File: config.mk
export PLATFORM = sky130hd
export DESIGN_NAME = scsi_xfer_fifo
export DESIGN_NICKNAME = d
export VERILOG_FILES = /design/src/rtl/sxf_pkg.sv /design/src/rtl/sxf_op_decode.sv /design/src/rtl/sxf_fifo_store.sv /design/src/rtl/sxf_cmd_capture.sv /design/src/rtl/sxf_status_regs.sv /design/src/rtl/scsi_xfer_fifo.sv
export SDC_FILE = /design/constraint.sdc
export NUM_CORES = 1
export LEC_CHECK = 0
export ABC_CLOCK_PERIOD_IN_PS = 3000
export BUFFER_PORTS_ARGS = -buffer_cell sky130_fd_sc_hd__buf_2
export CORE_MARGIN = 1.5
export CORE_UTILIZATION = 55
export CTS_CLUSTER_DIAMETER = 100
export DETAILED_ROUTE_END_ITERATION = 7
export MAX_ROUTING_LAYER = met4
export PLACE_DENSITY = 0.72
export SLEW_MARGIN = 20
export SYNTH_ARGS = -nofsm -noshare
export SYNTH_HDL_FRONTEND = slang
export SYNTH_SLANG_ARGS = --single-unit
File: constraint.sdc
create_clock -name clk -period 3 [get_ports clk]
set_input_delay 0.15 -clock clk [delete_from_list [all_inputs] [get_ports clk]]
set_output_delay 0.15 -clock clk [all_outputs]
set_load 0.01 [all_outputs]
File: src/rtl/sxf_pkg.sv
package sxf_pkg;
    localparam int BYTE_W        = 8;
    localparam int DEF_FIFO_DEPTH = 16;
    localparam int DEF_CMD_DEPTH  = 32;
    localparam logic [2:0]        PHASE_DOUT = 3'b000;
    localparam logic [BYTE_W-1:0] INTR_FC    = 8'h08;
    localparam int                STS_PAIR   = 2;

    typedef enum logic [2:0] {
        OP_IDLE,
        OP_STATUS,
        OP_FLUSH,
        OP_SELECT,
        OP_WRITE_FIFO,
        OP_WRITE_CMD,
        OP_READ
    } op_e;

    function automatic logic is_data_out(input logic [2:0] ph);
        return ph == PHASE_DOUT;
    endfunction
endpackage

File: src/rtl/sxf_op_decode.sv
module sxf_op_decode
    import sxf_pkg::*;
(
    input  logic sts_load,
    input  logic flush_cmd,
    input  logic sel_start,
    input  logic wr_en,
    input  logic rd_en,
    input  logic capture_en,
    input  logic cmd_take,
    output op_e  op
);
    always_comb begin
        op = OP_IDLE;
        if (sts_load)       op = OP_STATUS;
        else if (flush_cmd) op = OP_FLUSH;
        else if (sel_start) op = OP_SELECT;
        else if (wr_en) begin
            if (!capture_en)   op = OP_WRITE_FIFO;
            else if (!cmd_take) op = OP_WRITE_CMD;
            else               op = OP_IDLE;
        end
        else if (rd_en)     op = OP_READ;
    end
endmodule

File: src/rtl/sxf_fifo_store.sv
module sxf_fifo_store
    import sxf_pkg::*;
#(
    parameter int DEPTH = DEF_FIFO_DEPTH
) (
    input  logic                       clk,
    input  logic                       rst,
    input  op_e                        op,
    input  logic [BYTE_W-1:0]          wr_data,
    input  logic [BYTE_W-1:0]          sts_byte,
    input  logic [2:0]                 phase,
    output logic [BYTE_W-1:0]          rd_data,
    output logic [$clog2(DEPTH+1)-1:0] count,
    output logic                       full,
    output logic                       drop
);
    localparam int PW = $clog2(DEPTH);
    localparam int CW = $clog2(DEPTH+1);

    logic [BYTE_W-1:0] mem [DEPTH];
    logic [PW-1:0]     rp, wp;
    logic [PW-1:0]     rp_inc;
    logic              has_data;
    logic              dout;

    assign full     = (wp == PW'(DEPTH-1));
    assign drop     = (op == OP_WRITE_FIFO) && full;
    assign rp_inc   = rp + PW'(1);
    assign has_data = (rp < wp);
    assign dout     = is_data_out(phase);

    // storage array, no reset
    always_ff @(posedge clk) begin
        if (op == OP_STATUS) begin
            mem[0] <= sts_byte;
            mem[1] <= '0;
        end else if (op == OP_WRITE_FIFO && !full) begin
            mem[wp] <= wr_data;
        end
    end

    always_ff @(posedge clk) begin
        if (rst) begin
            rp      <= '0;
            wp      <= '0;
            count   <= '0;
            rd_data <= '0;
        end else begin
            case (op)
                OP_STATUS: begin
                    rp    <= '0;
                    wp    <= PW'(STS_PAIR);
                    count <= CW'(STS_PAIR);
                end
                OP_SELECT: begin
                    rp    <= '0;
                    wp    <= '0;
                    count <= '0;
                end
                OP_WRITE_FIFO: begin
                    if (!full) begin
                        wp    <= wp + PW'(1);
                        count <= count + CW'(1);
                    end
                end
                OP_READ: begin
                    if (dout) begin
                        rd_data <= '0;
                        if (rp == wp) begin
                            rp <= '0;
                            wp <= '0;
                        end
                    end else if (has_data) begin
                        rd_data <= mem[rp];
                        count   <= count - CW'(1);
                        if (rp_inc == wp) begin
                            rp <= '0;
                            wp <= '0;
                        end else begin
                            rp <= rp_inc;
                        end
                    end else begin
                        rp <= '0;
                        wp <= '0;
                    end
                end
                default: ;
            endcase
        end
    end

    p_count_bound_r2: assert property (@(posedge clk) disable iff (rst)
        count <= CW'(DEPTH-1));
    p_drop_hold_r2: assert property (@(posedge clk) disable iff (rst)
        drop |=> $stable(count));
    p_dout_no_pop_r3: assert property (@(posedge clk) disable iff (rst)
        (op == OP_READ && dout) |=> (rd_data == '0 && $stable(count)));
    p_status_len_r8: assert property (@(posedge clk) disable iff (rst)
        (op == OP_STATUS) |=> (count == CW'(STS_PAIR) && !full));
    p_select_empty_r10: assert property (@(posedge clk) disable iff (rst)
        (op == OP_SELECT) |=> (count == '0));
endmodule

File: src/rtl/sxf_cmd_capture.sv
module sxf_cmd_capture
    import sxf_pkg::*;
#(
    parameter int DEPTH = DEF_CMD_DEPTH
) (
    input  logic                       clk,
    input  logic                       rst,
    input  op_e                        op,
    input  logic                       take,
    input  logic [BYTE_W-1:0]          wr_data,
    input  logic [$clog2(DEPTH)-1:0]   rd_idx,
    output logic [BYTE_W-1:0]          rd_byte,
    output logic [$clog2(DEPTH+1)-1:0] len,
    output logic                       drop
);
    localparam int LW = $clog2(DEPTH+1);
    localparam int IW = $clog2(DEPTH);

    logic [BYTE_W-1:0] cbuf [DEPTH];
    logic              room;
    logic              store;

    assign room    = (len < LW'(DEPTH));
    assign store   = (op == OP_WRITE_CMD) && room;
    assign drop    = (op == OP_WRITE_CMD) && !room;
    assign rd_byte = cbuf[rd_idx];

    always_ff @(posedge clk) begin
        if (store) cbuf[len[IW-1:0]] <= wr_data;
    end

    always_ff @(posedge clk) begin
        if (rst)        len <= '0;
        else if (take)  len <= '0;
        else if (store) len <= len + LW'(1);
    end

    p_cmd_bound_r6: assert property (@(posedge clk) disable iff (rst)
        len <= LW'(DEPTH));
    p_cmd_drop_r6: assert property (@(posedge clk) disable iff (rst)
        drop |=> $stable(len));
    p_take_clears_r7: assert property (@(posedge clk) disable iff (rst)
        take |=> (len == '0));
endmodule

File: src/rtl/sxf_status_regs.sv
module sxf_status_regs
    import sxf_pkg::*;
#(
    parameter int FW = $clog2(DEF_FIFO_DEPTH+1)
) (
    input  logic              clk,
    input  logic              rst,
    input  op_e               op,
    input  logic              irq_ack,
    input  logic              drop_any,
    output logic [FW-1:0]     flags,
    output logic [BYTE_W-1:0] intr,
    output logic              irq,
    output logic              overrun
);
    always_ff @(posedge clk) begin
        if (rst) begin
            flags   <= '0;
            intr    <= '0;
            irq     <= 1'b0;
            overrun <= 1'b0;
        end else begin
            overrun <= drop_any;
            if (irq_ack) begin
                irq  <= 1'b0;
                intr <= '0;
            end
            case (op)
                OP_STATUS: begin
                    flags <= FW'(STS_PAIR);
                    irq   <= 1'b1;
                end
                OP_FLUSH: begin
                    intr  <= INTR_FC;
                    flags <= '0;
                end
                default: ;
            endcase
        end
    end

    p_flush_r9: assert property (@(posedge clk) disable iff (rst)
        (op == OP_FLUSH) |=> (intr == INTR_FC && flags == '0));
    p_status_irq_r8: assert property (@(posedge clk) disable iff (rst)
        (op == OP_STATUS) |=> (irq && flags == FW'(STS_PAIR)));
    p_ack_r11: assert property (@(posedge clk) disable iff (rst)
        (irq_ack && op != OP_STATUS) |=> !irq);
endmodule

File: src/rtl/scsi_xfer_fifo.sv
module scsi_xfer_fifo
    import sxf_pkg::*;
#(
    parameter int FIFO_DEPTH = DEF_FIFO_DEPTH,
    parameter int CMD_DEPTH  = DEF_CMD_DEPTH
) (
    input  logic                             clk,
    input  logic                             rst,
    input  logic                             wr_en,
    input  logic [7:0]                       wr_data,
    input  logic                             rd_en,
    output logic [7:0]                       rd_data,
    input  logic [2:0]                       phase,
    input  logic                             capture_en,
    input  logic                             cmd_take,
    input  logic [$clog2(CMD_DEPTH)-1:0]     cmd_rd_idx,
    output logic [7:0]                       cmd_rd_byte,
    input  logic                             sts_load,
    input  logic [7:0]                       sts_byte,
    input  logic                             flush_cmd,
    input  logic                             sel_start,
    input  logic                             irq_ack,
    output logic [$clog2(FIFO_DEPTH+1)-1:0]  byte_count,
    output logic                             fifo_full,
    output logic [$clog2(FIFO_DEPTH+1)-1:0]  fifo_flags,
    output logic [7:0]                       intr_code,
    output logic                             irq,
    output logic                             overrun,
    output logic [$clog2(CMD_DEPTH+1)-1:0]   cmd_len
);
    localparam int FW = $clog2(FIFO_DEPTH+1);

    op_e  op;
    logic fifo_drop;
    logic cmd_drop;

    sxf_op_decode u_dec (
        .sts_load   (sts_load),
        .flush_cmd  (flush_cmd),
        .sel_start  (sel_start),
        .wr_en      (wr_en),
        .rd_en      (rd_en),
        .capture_en (capture_en),
        .cmd_take   (cmd_take),
        .op         (op)
    );

    sxf_fifo_store #(.DEPTH(FIFO_DEPTH)) u_fifo (
        .clk      (clk),
        .rst      (rst),
        .op       (op),
        .wr_data  (wr_data),
        .sts_byte (sts_byte),
        .phase    (phase),
        .rd_data  (rd_data),
        .count    (byte_count),
        .full     (fifo_full),
        .drop     (fifo_drop)
    );

    sxf_cmd_capture #(.DEPTH(CMD_DEPTH)) u_cmd (
        .clk     (clk),
        .rst     (rst),
        .op      (op),
        .take    (cmd_take),
        .wr_data (wr_data),
        .rd_idx  (cmd_rd_idx),
        .rd_byte (cmd_rd_byte),
        .len     (cmd_len),
        .drop    (cmd_drop)
    );

    sxf_status_regs #(.FW(FW)) u_sts (
        .clk      (clk),
        .rst      (rst),
        .op       (op),
        .irq_ack  (irq_ack),
        .drop_any (fifo_drop | cmd_drop),
        .flags    (fifo_flags),
        .intr     (intr_code),
        .irq      (irq),
        .overrun  (overrun)
    );

    p_ovr_cause_r13: assert property (@(posedge clk) disable iff (rst)
        overrun |-> $past(wr_en));
    p_read_loses_r12: assert property (@(posedge clk) disable iff (rst)
        (wr_en && rd_en && !sts_load && !flush_cmd && !sel_start) |=> $stable(rd_data));
endmodule

* Word level (Yosys, flattened, before mapping)
Memories as Yosys holds them, arrays and structs flattened. A register that Yosys moved wholly into a read port is not among the register bits.
Cells that the tools add are included.
** Word-level totals
- Bits in registers :: 35
- Bits in latches :: 0
- Memory bits (writable) :: 384
- Memory bits (read-only) :: 0
- Input bits :: 34
- Output and inout port bits :: 43
- Logic and storage cells :: 93
- Memories :: 2
** Operators by class
- $add $sub $neg :: 5
- $mul :: 0
- Divide/modulo/power cells :: 0
- $lt $le $gt $ge :: 2
- Equality and inequality tests :: 14
- Shift operators :: 0
- Mux-type cells :: 40
- Bitwise logic cells :: 1
- Reduce and logical (&&, ||, !) cells :: 20
** Memories
- u_cmd.cbuf :: words 32, bits a word 8, rd ports 1, clocked after memory_dff 0, write ports 1, RTL line sxf_cmd_capture.sv:19 : logic [BYTE_W-1:0] cbuf [DEPTH];
- u_fifo.mem :: words 16, bits a word 8, rd ports 1, clocked after memory_dff 1, write ports 2, RTL line sxf_fifo_store.sv:20 : logic [BYTE_W-1:0] mem [DEPTH];
** Operators with widths (count)
- $mux 4 :: 13
- $mux 8 :: 3
- $mux 3 :: 7
- $pmux 5 s4 :: 1
- $pmux 4 s4 :: 1
- $mux 5 :: 3
- $mux 1 :: 10
- $pmux 5 s2 :: 1
- $reduce_bool 2->1 :: 5
- $eq 3x3->1 const B :: 3
- $add 4x1->4 const B :: 2
- $eq 4x4->1 :: 2
- $pmux 4 s2 :: 1
- $reduce_and 4->1 :: 2
- $reduce_or 8->1 :: 1
- $add 6x1->6 const B :: 1
- $eq 3x2->1 const B :: 2
- $lt 6x6->1 const B :: 1
- $add 5x1->5 const B :: 1
- $sub 5x1->5 const B :: 1
- $eq 4x4->1 const B :: 1
- $logic_and 1x1->1 :: 4
- $lt 4x4->1 :: 1
- $ne 2x2->1 const B :: 2
- other kinds (10) :: 13

* Longest topological paths before layout
- Word-level depth :: 13
- Mapped depth :: 10
- Mapped depth without buffers :: 9

* Cells and area by module
Synthesis repeated with hierarchy kept, for this count alone.
** Second synthesis, totals
- Cell total of the unflattened synthesis :: 888
- Area, all modules :: 17055.1 um^2
** Modules (own cells, without submodules)
- sxf_cmd_capture :: instances 1, cells an instance 450, area each 10217.3 um^2, seq. area each 7807.5 um^2
- sxf_fifo_store :: instances 1, cells an instance 400, area each 6522.5 um^2, seq. area each 4344.2 um^2
- sxf_status_regs :: instances 1, cells an instance 28, area each 250.2 um^2, seq. area each 80.1 um^2
- sxf_op_decode :: instances 1, cells an instance 9, area each 58.8 um^2, seq. area each 0.0 um^2
- scsi_xfer_fifo :: instances 1, cells an instance 1, area each 6.3 um^2, seq. area each 0.0 um^2

* Least setup slack after synthesis
No wires, ideal clock.
- Path kind :: input to register
- Start :: in sts_load
- End :: mem u_fifo.mem[12][0], enable pin
- Library setup time :: 0.370 ns
- Arrival time :: 1.796 ns
- Required time :: 2.630 ns
- Slack :: 0.834 ns
- Stages on the path :: 6
- Buffers on the path :: 1
- Cell sequence :: buf_2 -> or3_4 -> nor2_1 -> nand2_1 -> or3_1 -> nor2_1
** RTL lines
- start, declared :: RTL line scsi_xfer_fifo.sv:18 : input logic sts_load,
- end, declared :: RTL line sxf_fifo_store.sv:20

* Worst setup path after layout
- Start :: reg u_fifo.wp[3]
- End :: reg u_fifo.count[4]
** On the way
- Cells in the longest elaborated chain, start to end :: 3
- Elaborated cells between the ends (all ways) :: 5
- Classes of those cells :: order compare: 1; eq/ne: 3; reduce/logical: 1
** RTL lines
- start, declared :: RTL line sxf_fifo_store.sv:21 : logic [PW-1:0] rp, wp;
- start signal, assigned :: RTL line sxf_fifo_store.sv:52 : wp <= PW'(STS_PAIR);
- start signal, assigned :: RTL line sxf_fifo_store.sv:62 : wp <= wp + PW'(1);
- $lt 4x4->1 or $eq 4x4->1 (tied branches) :: RTL line sxf_fifo_store.sv:29, sxf_fifo_store.sv:26
- $ne 2x1->1 (no line) or $ne 2x2->1 (tied branches)
- $reduce_and 4->1 (no line) (*)
- end signal, assigned :: RTL line sxf_fifo_store.sv:53 : count <= CW'(STS_PAIR);
- end signal, assigned :: RTL line sxf_fifo_store.sv:63 : count <= count + CW'(1);
- end signal, assigned :: RTL line sxf_fifo_store.sv:75 : count <= count - CW'(1);
- end, declared :: RTL line sxf_fifo_store.sv:13 : output logic [$clog2(DEPTH+1)-1:0] count,
Every way passes the cells marked *; elsewhere a longest branch is shown, timed or not.
A chain may end at the register's enable or synchronous reset.

==> run metrics <==
outcome=finished, final reports clean; die height=~180 um; GR Util All Layers=22.84%; first-pass GRT wire length=~51 mm; postcts setup bufs=0; clock latency on the worst-skew pair=530 ps; row count=64; clk slew on worst S/H paths=60 ps; TNS Setup=0 ps; final worst-path cycle share=between 80% and 90%; Worst Setup End Kind=register; Fin. Hold Viols=0; #FFs+latches synth=~420; slowest CP cell=dfxtp_1; Yosys warnings=0; WHS=between 20 and 25 ps; grt total ovfl=0; CP max FO=11; Final Critical Period=2541 ps; Antenna Nets Post-Route=0; initial core utilization=a little under three fifths; Min-Delay Endpoint=u_sts.flags[1]; EDFF count, synth=384; via count=~8.6k; layout cells sized above 1=between 20% and 30%; synthesized instance count=~910; Cells on Worst Hold Path=4; Critical Path, Cell by Cell=inv_1 -> ha_1 -> a21oi_1 -> nand3_1 -> o21ai_0 -> a41oi_1 -> a311oi_1; Max Cap Viol=0; startpoint of the worst hold path=flush_cmd; Chip Width=178.9 um; f_max=393.5 MHz; H-tree depth=2; setup ws final=about 460 ps; GPL Wtd Cong=about 0.89; Post-synth ARST share=0%; RSZ-0062 raised after global routing=false; drt initial violations=roughly 670; Placed Cells=~1.4k; clk_skew=11.54 ps; cell leakage power=between 6 and 7 nW; Power Density=about 610 mW/mm^2; Critical Path Source Type=register; most frequent cells in the layout=edfxtp_1, mux4_2, buf_2; # DRC=0; synthesized area=0.01701 sq mm; post-CTS resize count=0; Ports=just under 80; R2R Setup Slk=between 400 and 500 ps; finished layout cell area=around 0.020 sq mm; worst min path class=input pin to register; Crit Path Class=register to register; Max clock buf depth=3; Vias/cell=5.840; # hold bufs at CTS=10; Crit path required time=between 3000 and 4000 ps; dpl ws=484.0 ps; Layout Cells excl Fill=1477; diodes inserted=0; root buffer cell=clkbuf_16; Avg WL per Cell=between 20 and 25 um; post-synth cell types=55; Worst path max stage delay=about 520 ps; clk sinks=419; total CTS buffers=42; Crit Reg-Reg Startpoint=u_fifo.wp[3]; post-synthesis sequential area ratio=71.92%; Worst Path Buf+Inv=1; Die Area=between 0.03 and 0.04 sq mm; commonest non-fill, non-tap cell in the layout=edfxtp_1; core area=about 0.031 sq mm; nets=around 1.1k; Peak VDD IR=~360 uV; TritonRoute pass-1 iters=5; crit path DAT=~3000 ps; hpwl dp=21.58 mm; pin count of the biggest net entering global routing=65; slew margin rel.=a little over a third; Post-DP Area=0.01811 sq mm; Mean Syn Cell Area=about 19 sq um; GRT Max-Usage Layer=met2; met1 Track Usage GR=between 20 and 30%; vias in the first global route=between 8k and 9k; worst r2r path cells=7; Post-synth top flop=edfxtp_1; worst r2r dst=u_fifo.count[4]; met3 GRT Util=under 10%; IO Port Bufs=65; routed wire length=roughly 35 mm; Largest delay share family, worst path=compound AO/OA/AOI/OAI gates; Syn-to-layout area delta=14.84%; initial antenna violation count=0; met2 Resource Use GR=just over 40%; Final setup viols=0; max-slew violations=0; Slew @ Worst Pin=between 900 and 1000 ps; TritonCTS clock tree=built
-- registers in the layout, summed over array words and instances (netlist names), named ones only --
register        cells
u_sts.overrun       1
u_fifo.mem        128
u_sts.irq           1
u_sts.flags         1
u_cmd.len           6
u_fifo.count        5
u_fifo.wp           4
u_cmd.cbuf        256
u_fifo.rd_data      8
u_fifo.rp           4
u_sts.intr          1
-- cells by family (layout without fill, tap and decap cells) --
logic type	count (synthesis)	count (layout)	synth area share, %
buf+inv	71	229	2.126
mux	147	147	15.78
other cells	1	19	0.02205
flops	419	419	71.92
simple gates	156	156	4.701
fa+ha+maj	17	17	1.295
xor+xnor	12	12	0.6180
compound gates	82	82	3.539
-- power by group --
part	switching (mW)	internal [mW]	leakage (nW)
Sequential	0.0143	6.40	3.76
Clock	2.06	2.93	0.648
Combinational	0.310	0.202	2.17
-- cells in the mapped netlist, drive strengths merged (9+ instances only) --
cell    number  share of area, %
nor2b       14              0.51
inv         17              0.38
nand3       11              0.32
a221oi       9              0.46
clkbuf      16              0.35
and3        11              0.40
nor3        10              0.32
a21oi       24              0.77
nor2        63               1.4
dfxtp       35               4.1
a211oi       9              0.40
mux2i       42               2.5
buf         38               1.4
a22o        16              0.82
edfxtp     384                68
ha          16               1.2
mux2         9              0.60
mux4        96                13
nand2       14              0.32
-- cell type report --
cell class,count,area [sq um]
repair buffers,135,928.4
fillers,2102,10980
clock inverters,19,180.2
clock buffers,58,1142
inverters,17,63.81
multi-input cells,433,4488
flip-flops and latches,419,12230
well taps,396,495.5
-- layer usage --
metal	wire length (um)	part of all wire [%]
met5	0	0
met4	701	2.0
met3	1400	4.0
met2	18760	54
met1	13780	40
-- worst max path at each step --
stage / cells past startpoint / slack (ps) / end / start
2_1_floorplan: 6 / 830 / u_fifo.mem[12][0] / sts_load
3_3_place_gp: 6 / 580 / u_cmd.cbuf[14][3] / sel_start
3_5_place_dp: 6 / 480 / u_cmd.cbuf[11][3] / sel_start
4_1_cts: 7 / 470 / u_cmd.cbuf[11][3] / sts_load
5_1_grt: 7 / 100 / u_fifo.count[4] / u_fifo.wp[3]
6_report: 7 / 460 / u_fifo.count[4] / u_fifo.wp[3]
-- worst reg2reg max path, delay by kind of cell, from the launching register on --
family / cells / cell delay [ps]
DFF: 1 / 520
adders and majority gates: 1 / 370
and+or+nand+nor: 1 / 240
AOI/OAI and AO/OA: 4 / 1140
buffers and inverters: 1 / 180
-- metrics by stage --
step           utilization (%)  total power, mW
2_1_floorplan                -            6.833
3_3_place_gp             59.35            7.035
3_5_place_dp             59.35            7.045
4_1_cts                  64.02            12.03
5_1_grt                  64.02            12.27
6_report                 64.02            11.92
(Power assumes the default switching activity.)
